==> src/rtl/bm_unpack_pkg.sv <==
package bm_unpack_pkg;

    typedef enum logic [1:0] {
        PW_LONG = 2'b00,
        PW_HALF = 2'b01,
        PW_BYTE = 2'b10
    } pw_mode_e;

    typedef struct packed {
        pw_mode_e mode;
        logic     big;
    } unpack_cfg_t;

    localparam int MAX_PIECES = 4;
    localparam int CNT_W      = $clog2(MAX_PIECES + 1);
    localparam int IDX_W      = $clog2(MAX_PIECES);

    function automatic pw_mode_e decode_width(input logic [1:0] code);
        case (code)
            2'b01:   return PW_HALF;
            2'b10:   return PW_BYTE;
            default: return PW_LONG;
        endcase
    endfunction

    function automatic logic [CNT_W-1:0] pieces_of(input pw_mode_e m);
        case (m)
            PW_HALF: return CNT_W'(2);
            PW_BYTE: return CNT_W'(4);
            default: return CNT_W'(1);
        endcase
    endfunction

endpackage

==> src/rtl/bm_unpack_cfg.sv <==
module bm_unpack_cfg
    import bm_unpack_pkg::*;
(
    input  logic        clk,
    input  logic        rst,
    input  logic [1:0]  cfg_width,
    input  logic        cfg_big,
    output unpack_cfg_t cfg_q
);

    always_ff @(posedge clk) begin
        if (rst) begin
            cfg_q.mode <= decode_width(cfg_width);
            cfg_q.big  <= cfg_big;
        end
    end

    AST_CFG_FROZEN: assert property (@(posedge clk) disable iff (rst)
        !$past(rst) |-> $stable(cfg_q)) else $error("config moved outside reset");

endmodule

==> src/rtl/bm_unpack_lane_sel.sv <==
module bm_unpack_lane_sel
    import bm_unpack_pkg::*;
#(
    parameter int LW_W = 36
) (
    input  logic [LW_W-1:0]  word,
    input  unpack_cfg_t      cfg,
    input  logic [IDX_W-1:0] k,
    output logic [LW_W-1:0]  piece
);

    localparam int HW = LW_W / 2;
    localparam int QW = LW_W / 4;

    logic [HW-1:0] halves [2];
    logic [QW-1:0] bytes  [MAX_PIECES];

    genvar g;
    generate
        for (g = 0; g < 2; g++) begin : g_half
            assign halves[g] = word[g*HW +: HW];
        end
        for (g = 0; g < MAX_PIECES; g++) begin : g_byte
            assign bytes[g] = word[g*QW +: QW];
        end
    endgenerate

    logic [CNT_W-1:0] last_idx;
    logic [IDX_W-1:0] lane;

    always_comb begin
        last_idx = pieces_of(cfg.mode) - CNT_W'(1);
        lane     = cfg.big ? IDX_W'(last_idx - CNT_W'(k)) : k;
        piece    = '0;
        case (cfg.mode)
            PW_HALF: piece[HW-1:0] = halves[lane[0]];
            PW_BYTE: piece[QW-1:0] = bytes[lane];
            default: piece         = word;
        endcase
    end

endmodule

==> src/rtl/bm_unpack_seq.sv <==
module bm_unpack_seq
    import bm_unpack_pkg::*;
#(
    parameter int LW_W = 36
) (
    input  logic             clk,
    input  logic             rst,
    input  unpack_cfg_t      cfg,
    input  logic             rd_en,
    input  logic             st_valid,
    input  logic [LW_W-1:0]  st_data,
    input  logic [LW_W-1:0]  piece,
    output logic [LW_W-1:0]  sel_word,
    output logic [IDX_W-1:0] k,
    output logic             st_pop,
    output logic             lw_done,
    output logic             rd_empty,
    output logic [LW_W-1:0]  rd_data
);

    logic [LW_W-1:0]  hold_q;
    logic [CNT_W-1:0] rem_q;
    logic [CNT_W-1:0] n_pieces;
    logic [CNT_W-1:0] k_full;
    logic             drained;
    logic             take;
    logic             last;

    always_comb begin
        n_pieces = pieces_of(cfg.mode);
        drained  = (rem_q == '0);
        sel_word = drained ? st_data : hold_q;
        k_full   = drained ? '0 : (n_pieces - rem_q);
        k        = IDX_W'(k_full);
        take     = rd_en && (!drained || st_valid);
        st_pop   = rd_en && drained && st_valid;
        last     = drained ? (n_pieces == CNT_W'(1)) : (rem_q == CNT_W'(1));
        lw_done  = take && last;
        rd_empty = drained && !st_valid;
    end

    always_ff @(posedge clk) begin
        if (rst) begin
            hold_q  <= '0;
            rem_q   <= '0;
            rd_data <= '0;
        end else if (take) begin
            rd_data <= piece;
            if (drained) begin
                hold_q <= st_data;
                rem_q  <= n_pieces - CNT_W'(1);
            end else begin
                rem_q  <= rem_q - CNT_W'(1);
            end
        end
    end

    AST_DONE_DRAINS: assert property (@(posedge clk) disable iff (rst)
        lw_done |=> (rem_q == '0)) else $error("pieces left after last read");

    AST_REM_BOUND: assert property (@(posedge clk) disable iff (rst)
        rem_q < n_pieces) else $error("remaining count out of range");

    AST_EMPTY_READ_HOLDS: assert property (@(posedge clk) disable iff (rst)
        (rd_empty && rd_en) |=> $stable(rd_data)) else $error("empty read changed data");

endmodule

==> src/rtl/bm_read_unpacker.sv <==
module bm_read_unpacker
    import bm_unpack_pkg::*;
#(
    parameter int LW_W = 36
) (
    input  logic            clk,
    input  logic            rst,
    input  logic [1:0]      cfg_width,
    input  logic            cfg_big,
    input  logic            st_valid,
    input  logic [LW_W-1:0] st_data,
    output logic            st_pop,
    input  logic            rd_en,
    output logic [LW_W-1:0] rd_data,
    output logic            rd_empty,
    output logic            lw_done
);

    localparam int HW = LW_W / 2;
    localparam int QW = LW_W / 4;

    unpack_cfg_t      cfg;
    logic [LW_W-1:0]  sel_word;
    logic [LW_W-1:0]  piece;
    logic [IDX_W-1:0] k;

    bm_unpack_cfg u_cfg (
        .clk       (clk),
        .rst       (rst),
        .cfg_width (cfg_width),
        .cfg_big   (cfg_big),
        .cfg_q     (cfg)
    );

    bm_unpack_lane_sel #(.LW_W(LW_W)) u_lane (
        .word  (sel_word),
        .cfg   (cfg),
        .k     (k),
        .piece (piece)
    );

    bm_unpack_seq #(.LW_W(LW_W)) u_seq (
        .clk      (clk),
        .rst      (rst),
        .cfg      (cfg),
        .rd_en    (rd_en),
        .st_valid (st_valid),
        .st_data  (st_data),
        .piece    (piece),
        .sel_word (sel_word),
        .k        (k),
        .st_pop   (st_pop),
        .lw_done  (lw_done),
        .rd_empty (rd_empty),
        .rd_data  (rd_data)
    );

    AST_LONG_PASS: assert property (@(posedge clk) disable iff (rst)
        (st_pop && cfg.mode == PW_LONG) |=> (rd_data == $past(st_data))) else $error("long-word not passed whole");

    AST_HALF_UPPER_ZERO: assert property (@(posedge clk) disable iff (rst)
        (cfg.mode == PW_HALF) |-> (rd_data[LW_W-1:HW] == '0)) else $error("half mode upper bits set");

    AST_BYTE_UPPER_ZERO: assert property (@(posedge clk) disable iff (rst)
        (cfg.mode == PW_BYTE) |-> (rd_data[LW_W-1:QW] == '0)) else $error("byte mode upper bits set");

    AST_POP_NEEDS_READ: assert property (@(posedge clk) disable iff (rst)
        st_pop |-> (rd_en && st_valid)) else $error("pop without read");

endmodule

==> config.mk <==
export PLATFORM = sky130hd
export DESIGN_NAME = bm_read_unpacker
export DESIGN_NICKNAME = d
export VERILOG_FILES = /design/src/rtl/bm_unpack_pkg.sv /design/src/rtl/bm_unpack_cfg.sv /design/src/rtl/bm_unpack_lane_sel.sv /design/src/rtl/bm_unpack_seq.sv /design/src/rtl/bm_read_unpacker.sv
export SDC_FILE = /design/constraint.sdc
export NUM_CORES = 1
export LEC_CHECK = 0
export BUFFER_PORTS_ARGS = -buffer_cell sky130_fd_sc_hd__buf_2
export CAP_MARGIN = 20
export CORE_MARGIN = 1
export CORE_UTILIZATION = 55
export DETAILED_ROUTE_END_ITERATION = 10
export PLACE_DENSITY = 0.89
export REMOVE_ABC_BUFFERS = 1
export SLEW_MARGIN = 15
export SYNTH_ARGS = -nofsm -noshare
export SYNTH_HDL_FRONTEND = slang
export SYNTH_SLANG_ARGS = --single-unit
==> constraint.sdc <==
create_clock -name clk -period 3.3 [get_ports clk]
set_input_delay 0 -clock clk [delete_from_list [all_inputs] [get_ports clk]]
set_output_delay 0 -clock clk [all_outputs]
set_load 0.005 [all_outputs]
=== Yosys cells after proc, flatten, opt, wreduce, memory -nomap -nowiden ===
Cells that the tools add are included.

* Register bits after elaboration: 78
* Word-level logic and storage cells: 45
* Bits of input ports: 43
* Output and inout bits: 39

* Reduce and logical (&&, ||, !) cells: 10
* Muxes and demuxes: 16
* Add/subtract/negate cells: 4
* Bitwise logic cells: 2
* Eq/ne operators: 6
* Magnitude comparators: 2

{| class="wikitable"
|+ Operators by type and width
! cell !! number
|-
| $mux 18 || 4
|-
| $mux 36 || 1
|-
| $pmux 9 s2 || 2
|-
| $bmux 9 s2 || 1
|-
| $mux 9 || 2
|-
| $eq 3x1->1 const B || 2
|-
| $pmux 3 s2 || 1
|-
| $sub 3x1->3 const B || 2
|-
| $logic_and 1x1->1 || 5
|-
| $eq 2x1->1 const B || 2
|-
| $eq 2x2->1 const B || 2
|-
| $mux 2 || 2
|-
| $pmux 2 s2 || 1
|-
| $sub 2x2->2 || 2
|-
| $ge 3x3->1 const B || 1
|-
| $logic_not 3->1 || 1
|-
| $mux 3 || 1
|-
| $not 2->3 || 1
|-
| $ge 2x2->1 const B || 1
|-
| $logic_not 1->1 || 2
|-
| $not 1->2 || 1
|-
| $reduce_or 2->1 || 1
|-
| $logic_or 1x1->1 || 1
|-
| $mux 1 || 1
|}

=== Logic depth before layout (Yosys ltp) ===
Gate-level depths: netlist (run 1).

* Depth in word-level cells: 11
* Depth in mapped cells: 14
* Mapped depth without buffers: 10

=== Hierarchy ===
Synthesis (run 1) repeated with hierarchy kept, for this count alone.

* Cell total of the unflattened synthesis: 665
* Area total of the unflattened synthesis: 4857.2 um^2

{| class="wikitable"
|+ By module, submodules not included
! module !! cells each !! sequential area each (um^2) !! instances !! area each (um^2)
|-
| bm_unpack_seq || 471 || 1501.4 || 1 || 3457.1
|-
| bm_unpack_lane_sel || 189 || 0.0 || 1 || 1295.0
|-
| bm_unpack_cfg || 5 || 90.1 || 1 || 105.1
|}

=== Worst setup path before layout (run 1) ===
OpenSTA, ideal clock, no wires.

* Kind: reg-to-reg
* From: register u_cfg.cfg_q[2] (netlist bit)
* To: register u_seq.rd_data[8]
* Stages on the path, launching flop included: 12
* Buffers on the path: 3
* Period minus slack after synthesis: 2.767 ns
* Setup slack: 0.533 ns
* Library setup time: 0.134 ns
* Arrival time: 2.633 ns
* Data required time: 3.166 ns
* Path through: edfxtp_1 -> ha_1 -> clkbuf_1 -> inv_1 -> clkbuf_1 -> ha_1 -> mux2_2 -> o21ai_2 -> buf_2 -> a21oi_1 -> a221oi_1 -> a211oi_1

* Cells in the longest elaborated chain, start to end: 11
* Elaborated cells between the ends (all ways): 17

{| class="wikitable"
|+ Ends and longest elaborated chain
! element !! RTL line !! text
|-
| start: declaration || bm_unpack_cfg.sv:8 || <nowiki>output unpack_cfg_t cfg_q</nowiki>
|-
| $eq 2x2->1 or $eq 2x1->1 (tied branches) || bm_unpack_pkg.sv:27, bm_unpack_lane_sel.sv:35 ||
|-
| $pmux 3 s2 || bm_unpack_pkg.sv:27 || <nowiki>case (m)</nowiki>
|-
| $sub 2x2->2 || bm_unpack_seq.sv:33 || <nowiki>k_full = drained ? '0 : (n_pieces - rem_q);</nowiki>
|-
| $mux 2 || bm_unpack_seq.sv:33 ||
|-
| $sub 2x2->2 || bm_unpack_lane_sel.sv:33 || <nowiki>lane = cfg.big ? IDX_W'(last_idx - CNT_W'(k)) : k;</nowiki>
|-
| $mux 2 || bm_unpack_lane_sel.sv:33 ||
|-
| $not 2->3 (not written as such) or $not 1->2 (tied branches) || bm_unpack_lane_sel.sv:37, bm_unpack_lane_sel.sv:36 ||
|-
| $bmux 9 s2 or $mux 18 (tied branches) || bm_unpack_lane_sel.sv:37, bm_unpack_lane_sel.sv:36 ||
|-
| $mux 9 (not written as such) or $mux 18 (tied branches) (2 in a row) || bm_unpack_lane_sel.sv:37, bm_unpack_lane_sel.sv:36 ||
|-
| $pmux 9 s2 (*) || bm_unpack_lane_sel.sv:35 || <nowiki>case (cfg.mode)</nowiki>
|-
| end signal: assignment || bm_unpack_seq.sv:48 || <nowiki>rd_data <= piece;</nowiki>
|-
| end: declaration || bm_unpack_seq.sv:18 || <nowiki>output logic [LW_W-1:0] rd_data</nowiki>
|}

Every way passes the cells marked *; elsewhere a longest branch is shown, timed or not. The select of a mux whose other input is x is not followed.
A chain may end at the register's enable or synchronous reset.

=== Final worst setup path (run 1) ===
* From: register u_cfg.cfg_q[2] (netlist bit)
* To: register u_seq.rd_data[4]

Same word-level chain as after synthesis.

==> results.json, run 1 <==
{
  "outcome": "finished clean",
  "grt_max_degree": 86,
  "synthesis.area_sq_um": 4140,
  "ys_seq_area_share_pct": 38.5,
  "grt_overflow": 0,
  "cts_resized": 0,
  "clk_latency_ns": 0.37,
  "critPathMaxFanout": 18,
  "post_cts_buffers": 0,
  "timing.final.max_slew_violations": 0,
  "fin_crit_ns": 2.85,
  "clkTransAtPathRegs_ns": 0.08,
  "synth-edff-count": 3,
  "cp-end-kind": "register",
  "gp_congestion": 0.814,
  "drt_iter0_markers": 555,
  "die_w_microns": 88.7,
  "wl_microns": 11900,
  "antenna_found_initial": 0,
  "cts_hold_buf": 7,
  "rows": 31,
  "vdd_drop_max_mv": 0.371,
  "cp-start-kind": "register",
  "die-area_sq_um": 7870,
  "fillerInstances": 580,
  "avgRoutedWirePerCell_microns": 17.9,
  "finalPower_mw": 2.98,
  "rsz0062_at_grt": "false",
  "numPortBuffers": 81,
  "tightest_slew_ns": 0.906,
  "synth_top_cell_area_share_pct": 36.3,
  "skew_ns": 0.00710,
  "maxCapViolCount": 0,
  "num_vias": 4246,
  "antenna_left": 0,
  "drtPass1Iterations": 6,
  "clock-root-buffer": "clkbuf_8",
  "numCtsBuffers": 9,
  "grt_pass1_wl_microns": 18600,
  "hold_class": "input pin to register",
  "wl_met3_microns": 1180,
  "arrival_ns": 3.07,
  "syn_to_final_growth_pct": 16.8,
  "cts_sinks": 78,
  "p_leak_nw": 2.08,
  "dp_hpwl_microns": 7320,
  "setup_tns_ns": 0,
  "ios": 82,
  "yosysWarnings": 0,
  "layout-drive-gt1-share_pct": 21.2,
  "setup-violations-final": 0,
  "insertedDiodeCount": 0,
  "wl_met2_microns": 5640,
  "start_util_pct": 57.0,
  "min_period_over_period_pct": 86.5,
  "first_global_vias": 4023,
  "seq_area_sq_um": 1590,
  "highest_layer": "met4",
  "crit_type": "register to register",
  "powerDensity_nw_per_um2": 617,
  "synthArstFlopShare_pct": 0,
  "synth_area_leaders": "dfxtp_1, mux2i_1, nor2_1",
  "drc": 0,
  "nets": 610,
  "maxSlewHeadroom_pct": 39.6,
  "fmax_mhz": 350,
  "core_sq_um": 7250,
  "clock_path_buffers": 2,
  "synth_flop_cell": "dfxtp_1",
  "yosysMostFrequentCell": "nor2_1",
  "die_h_microns": 88.7,
  "met1_length_microns": 4690,
  "grt_util_all_layers_pct": 30.9,
  "syn_avg_cell_area_sq_um": 8.34,
  "vias_per_cell": 6.39,
  "critical_path_required_ns": 3.52,
  "syn_inst": 496,
  "ys_ff_latch": 78,
  "hold_viol": 0,
  "multi_input_area_sq_um": 2320,
  "synthTopCellsByCount": "nor2_1, dfxtp_1, a21oi_1",
  "cts_max_level": 3,
  "tritoncts": "done",
  "synth_cell_type_count": 36,
  "synth_top_area_cell": "dfxtp_1"
}
==> area by class of cell <==
cell class | instances | area share [%]
inverters | 7 | 0.543
flip-flops and latches | 78 | 32.9
repair buffers | 101 | 12.1
well taps | 99 | 2.56
multi-input cells | 363 | 48.0
clock buffers | 12 | 3.21
clock inverters | 4 | 0.621
==> routing by layer <==
metal / global-route usage (%) / vias to the layer above
met5: 0.649 / -
met4: 20.2 / 0
met3: 8.40 / 46
met2: 49.0 / 291
met1: 36.9 / 1944
li1: - / 1965
==> kinds of logic (layout without fill, tap and decap cells) <==
family                   after synthesis  count (layout)  synth area share, %
AO/OA/AOI/OAI                        173             173                 27.6
XOR/XNOR                               1               1                0.574
adder cells (fa/ha/maj)                7               7                 2.12
buffers and inverters                 55             124                 6.05
flip-flops                            78              78                 38.5
multiplexers                          47              47                 11.4
AND/OR/NAND/NOR                      135             135                 13.8
==> final timing paths <==
path / start / end / slack (ns) / depth (start not counted)
max: u_cfg.cfg_q[2]$_DFFE_PP_ / u_seq.rd_data[4]$_SDFFE_PP0P_ / 0.45 / 9
min: st_data[0] / u_seq.hold_q[0]$_SDFFE_PP0P_ / 0.04 / 3
max reg2reg: u_cfg.cfg_q[2]$_DFFE_PP_ / u_seq.rd_data[4]$_SDFFE_PP0P_ / 0.45 / 9
min reg2reg: u_seq.rd_data[16]$_SDFFE_PP0P_ / u_seq.rd_data[16]$_SDFFE_PP0P_ / 0.49 / 2
==> placed cells by master (no fill, tap or decap), drive strengths merged, types with 3 or more instances in the layout <==
| cell | n |
|---|---|
| mux2i | 46 |
| o22ai | 27 |
| nor2 | 103 |
| o221ai | 19 |
| ha | 7 |
| dfxtp | 75 |
| buf | 94 |
| a22oi | 18 |
| a21oi | 54 |
| nor2b | 5 |
| nor3 | 11 |
| a211oi | 28 |
| nand2 | 8 |
| a221oi | 9 |
| dlygate4sd3 | 7 |
| inv | 8 |
| clkbuf | 12 |
| o21ai | 14 |
| edfxtp | 3 |
==> per-stage QoR <==
stage          utilization, %  setup slack, ns  area, sq um  hold WS, ns  cells
6_report                 66.7            0.447         4830       0.0404    664
3_5_place_dp             63.1            0.524         4580        0.182    641
5_1_grt                  66.7            0.326         4830       0.0715    664
2_1_floorplan               -            -1.57         3910       0.0387    448
4_1_cts                  66.7            0.518         4830       0.0316    664
3_3_place_gp             63.1            0.669         4580        0.179    641
==> flip-flops by register name (all words and copies together) (netlist names) <==
signal and flops:
u_seq.rem_q 3, u_cfg.cfg_q 3, u_seq.hold_q 36, u_seq.rd_data 36
==> where the power goes <==
group	leakage, nW	internal [mW]	total, mW	switching, mW
Clock	0.0930	0.317	0.687	0.370
Sequential	0.643	1.05	1.13	0.0813
Combinational	1.34	0.454	1.16	0.710
==> critical path: stages, from the launching register on <==
cell and delay (ns):
edfxtp_1 0.42, ha_1 0.31, inv_1 0.05, ha_1 0.30, mux2_2 0.30, nand2b_1 0.55
o221ai_1 0.44, nor2_1 0.07, mux2i_1 0.15, a211oi_1 0.10
Note: power is estimated with default switching activity, not from simulation.
==> run 2: changes to the inputs <==
--- a/config.mk
+++ b/config.mk
@@ -7,10 +7,11 @@
 export LEC_CHECK = 0
 export BUFFER_PORTS_ARGS = -buffer_cell sky130_fd_sc_hd__buf_2
 export CAP_MARGIN = 20
+export CORE_ASPECT_RATIO = 1.25
 export CORE_MARGIN = 1
-export CORE_UTILIZATION = 55
+export CORE_UTILIZATION = 30
 export DETAILED_ROUTE_END_ITERATION = 10
-export PLACE_DENSITY = 0.89
+export PLACE_DENSITY = 0.58
 export REMOVE_ABC_BUFFERS = 1
 export SLEW_MARGIN = 15
 export SYNTH_ARGS = -nofsm -noshare
==> run 2 against run 1 <==
Clock skew hardly changed. Combinational power is essentially flat. Maximum frequency rose by 1.9%. Power is 11% higher. Flip-flop and latch count unchanged. Die area up 81%. Sequential share of layout area down 1.6 points. Setup slack gained 0.054 ns. Via count decreased by 4.5%. Final cell count grew 11%. First-iteration DRC count decreased by 40%. Clock power grew 48%. Critical path type unchanged. Critical endpoint is now u_seq.rd_data[2]$_SDFFE_PP0P_. Largest cell class unchanged.
==> results.json, run 2 (synthesis gave the netlist of run 1 again) <==
{
  "layout_common_cells": "nor2_1, buf_2, dfxtp_1",
  "finalPower_mw": 3.32,
  "clkTransAtPathRegs_ns": 0.06,
  "arrival_ns": 3.00,
  "wl_microns": 12900,
  "syn_to_final_growth_pct": 22.8,
  "setup-violations-final": 0,
  "critical_path_required_ns": 3.50,
  "dp.cells": 717,
  "crit_type": "register to register",
  "hold_viol": 0,
  "drtPass1Iterations": 5,
  "layout-drive-gt1-share_pct": 21.8,
  "grt_overflow": 0,
  "cts_hold_buf": 6,
  "die-area_sq_um": 14300,
  "mostFrequentLayoutCell": "nor2_1",
  "whs_endpoint": "u_seq.hold_q[3]$_SDFFE_PP0P_",
  "die_w_microns": 107,
  "fin_area_sq_um": 5080,
  "timing.final.max_slew_violations": 0,
  "reg2regPathDepth": 9,
  "placed_area_sq_um": 4700,
  "numPortBuffers": 81,
  "powerDensity_nw_per_um2": 654,
  "gp_congestion": 0.846,
  "first_global_vias": 3961,
  "grt_util_all_layers_pct": 18.4,
  "rows": 47,
  "cp-end-kind": "register",
  "insertedDiodeCount": 0,
  "start_util_pct": 31.0,
  "fmax_mhz": 357,
  "ios": 82,
  "cts_sinks": 78,
  "cp-start-kind": "register",
  "clock_path_buffers": 2,
  "nets": 614,
  "tightest_slew_ns": 1.02,
  "drt_iter0_markers": 332,
  "core_sq_um": 13300,
  "min_period_over_period_pct": 84.8,
  "die_h_microns": 133,
  "outcome": "finished clean",
  "clk_latency_ns": 0.34,
  "post_cts_buffers": 0,
  "numCtsBuffers": 9,
  "grt_pass1_wl_microns": 20500,
  "setup_tns_ns": 0,
  "hold_class": "input pin to register",
  "antenna_left": 0,
  "r2r_end": "u_seq.rd_data[2]$_SDFFE_PP0P_",
  "rsz0062_at_grt": "false",
  "fin_crit_ns": 2.80,
  "holdPathStages": 3,
  "r2r_slack_ns": 0.50,
  "avgRoutedWirePerCell_microns": 17.4,
  "fin_cells": 740,
  "cts_resized": 0,
  "cts_max_level": 3,
  "tritoncts": "done",
  "dp_hpwl_microns": 8410,
  "vias_per_cell": 5.48,
  "critPathMaxFanout": 18,
  "r2r_start": "u_cfg.cfg_q[2]$_DFFE_PP_",
  "grt_max_degree": 56,
  "antenna_found_initial": 0,
  "clock-root-buffer": "clkbuf_16",
  "drc": 0,
  "maxCapViolCount": 0,
  "maxSlewHeadroom_pct": 31.8,
  "p_leak_nw": 2.16,
  "num_vias": 4056,
  "reg.largest.list": "u_seq.hold_q x36, u_seq.rd_data x36",
  "min-delay-start": "st_data[3]",
  "fillerInstances": 1354,
  "skew_ns": 0.00710,
  "vdd_drop_max_mv": 0.296
}
[run 2: through the flow]
step | utilization (%) | worst slack (ns) | hold slack (ns)
final | 38.1 | 0.501 | 0.0847
after global routing | 38.1 | 0.318 | 0.105
after CTS | 37.9 | 0.497 | 0.0777
after detailed placement | 35.2 | 0.506 | 0.190
after global placement | 35.2 | 0.567 | 0.194
after floorplan | - | -1.57 | 0.0387
[run 2: layout make-up]
type | count | area [sq um] | area share (%)
multi-input cells | 363 | 2320 | 45.7
flip-flops and latches | 78 | 1590 | 31.3
repair buffers | 105 | 626 | 12.3
clock buffers | 13 | 260 | 5.12
well taps | 171 | 214 | 4.21
clock inverters | 3 | 41.3 | 0.813
inverters | 7 | 26.3 | 0.517
[run 2: metal layers]
| layer | global-route usage (%) | routed length (microns) | share of wire, % |
|---|---|---|---|
| met2 | 29.4 | 6060 | 47 |
| met1 | 24.7 | 5940 | 46 |
| met4 | 5.25 | 189 | 1.5 |
| met3 | 4.11 | 697 | 5.4 |
| met5 | 0 | 0 | 0 |
[run 2: worst max path at each step]
stage,start,cells after the start,to,slack (ns)
2_1_floorplan,u_seq.rem_q[0]$_SDFFE_PP0P_,8,u_seq.rd_data[0]$_SDFFE_PP0P_,-1.57
3_3_place_gp,u_cfg.cfg_q[2]$_DFFE_PP_,9,u_seq.rd_data[4]$_SDFFE_PP0P_,0.57
3_5_place_dp,u_cfg.cfg_q[1]$_DFFE_PP_,8,u_seq.rd_data[5]$_SDFFE_PP0P_,0.51
4_1_cts,u_cfg.cfg_q[2]$_DFFE_PP_,9,u_seq.rd_data[5]$_SDFFE_PP0P_,0.50
5_1_grt,u_cfg.cfg_q[2]$_DFFE_PP_,9,u_seq.rd_data[0]$_SDFFE_PP0P_,0.32
6_report,u_cfg.cfg_q[2]$_DFFE_PP_,9,u_seq.rd_data[2]$_SDFFE_PP0P_,0.50
[run 2: worst max-delay path, cell delays in order, from the launching register on]
cell,delay [ns]
edfxtp_1,0.41
ha_1,0.31
inv_1,0.05
ha_1,0.29
mux2_2,0.30
nand2b_1,0.58
o221ai_1,0.41
nor2_1,0.07
mux2i_1,0.14
a211oi_1,0.09
[run 2: power by group]
part / internal (mW) / switching [mW] / leakage [nW]
Clock: 0.627 / 0.394 / 0.150
Sequential: 1.05 / 0.0761 / 0.643
Combinational: 0.460 / 0.714 / 1.37
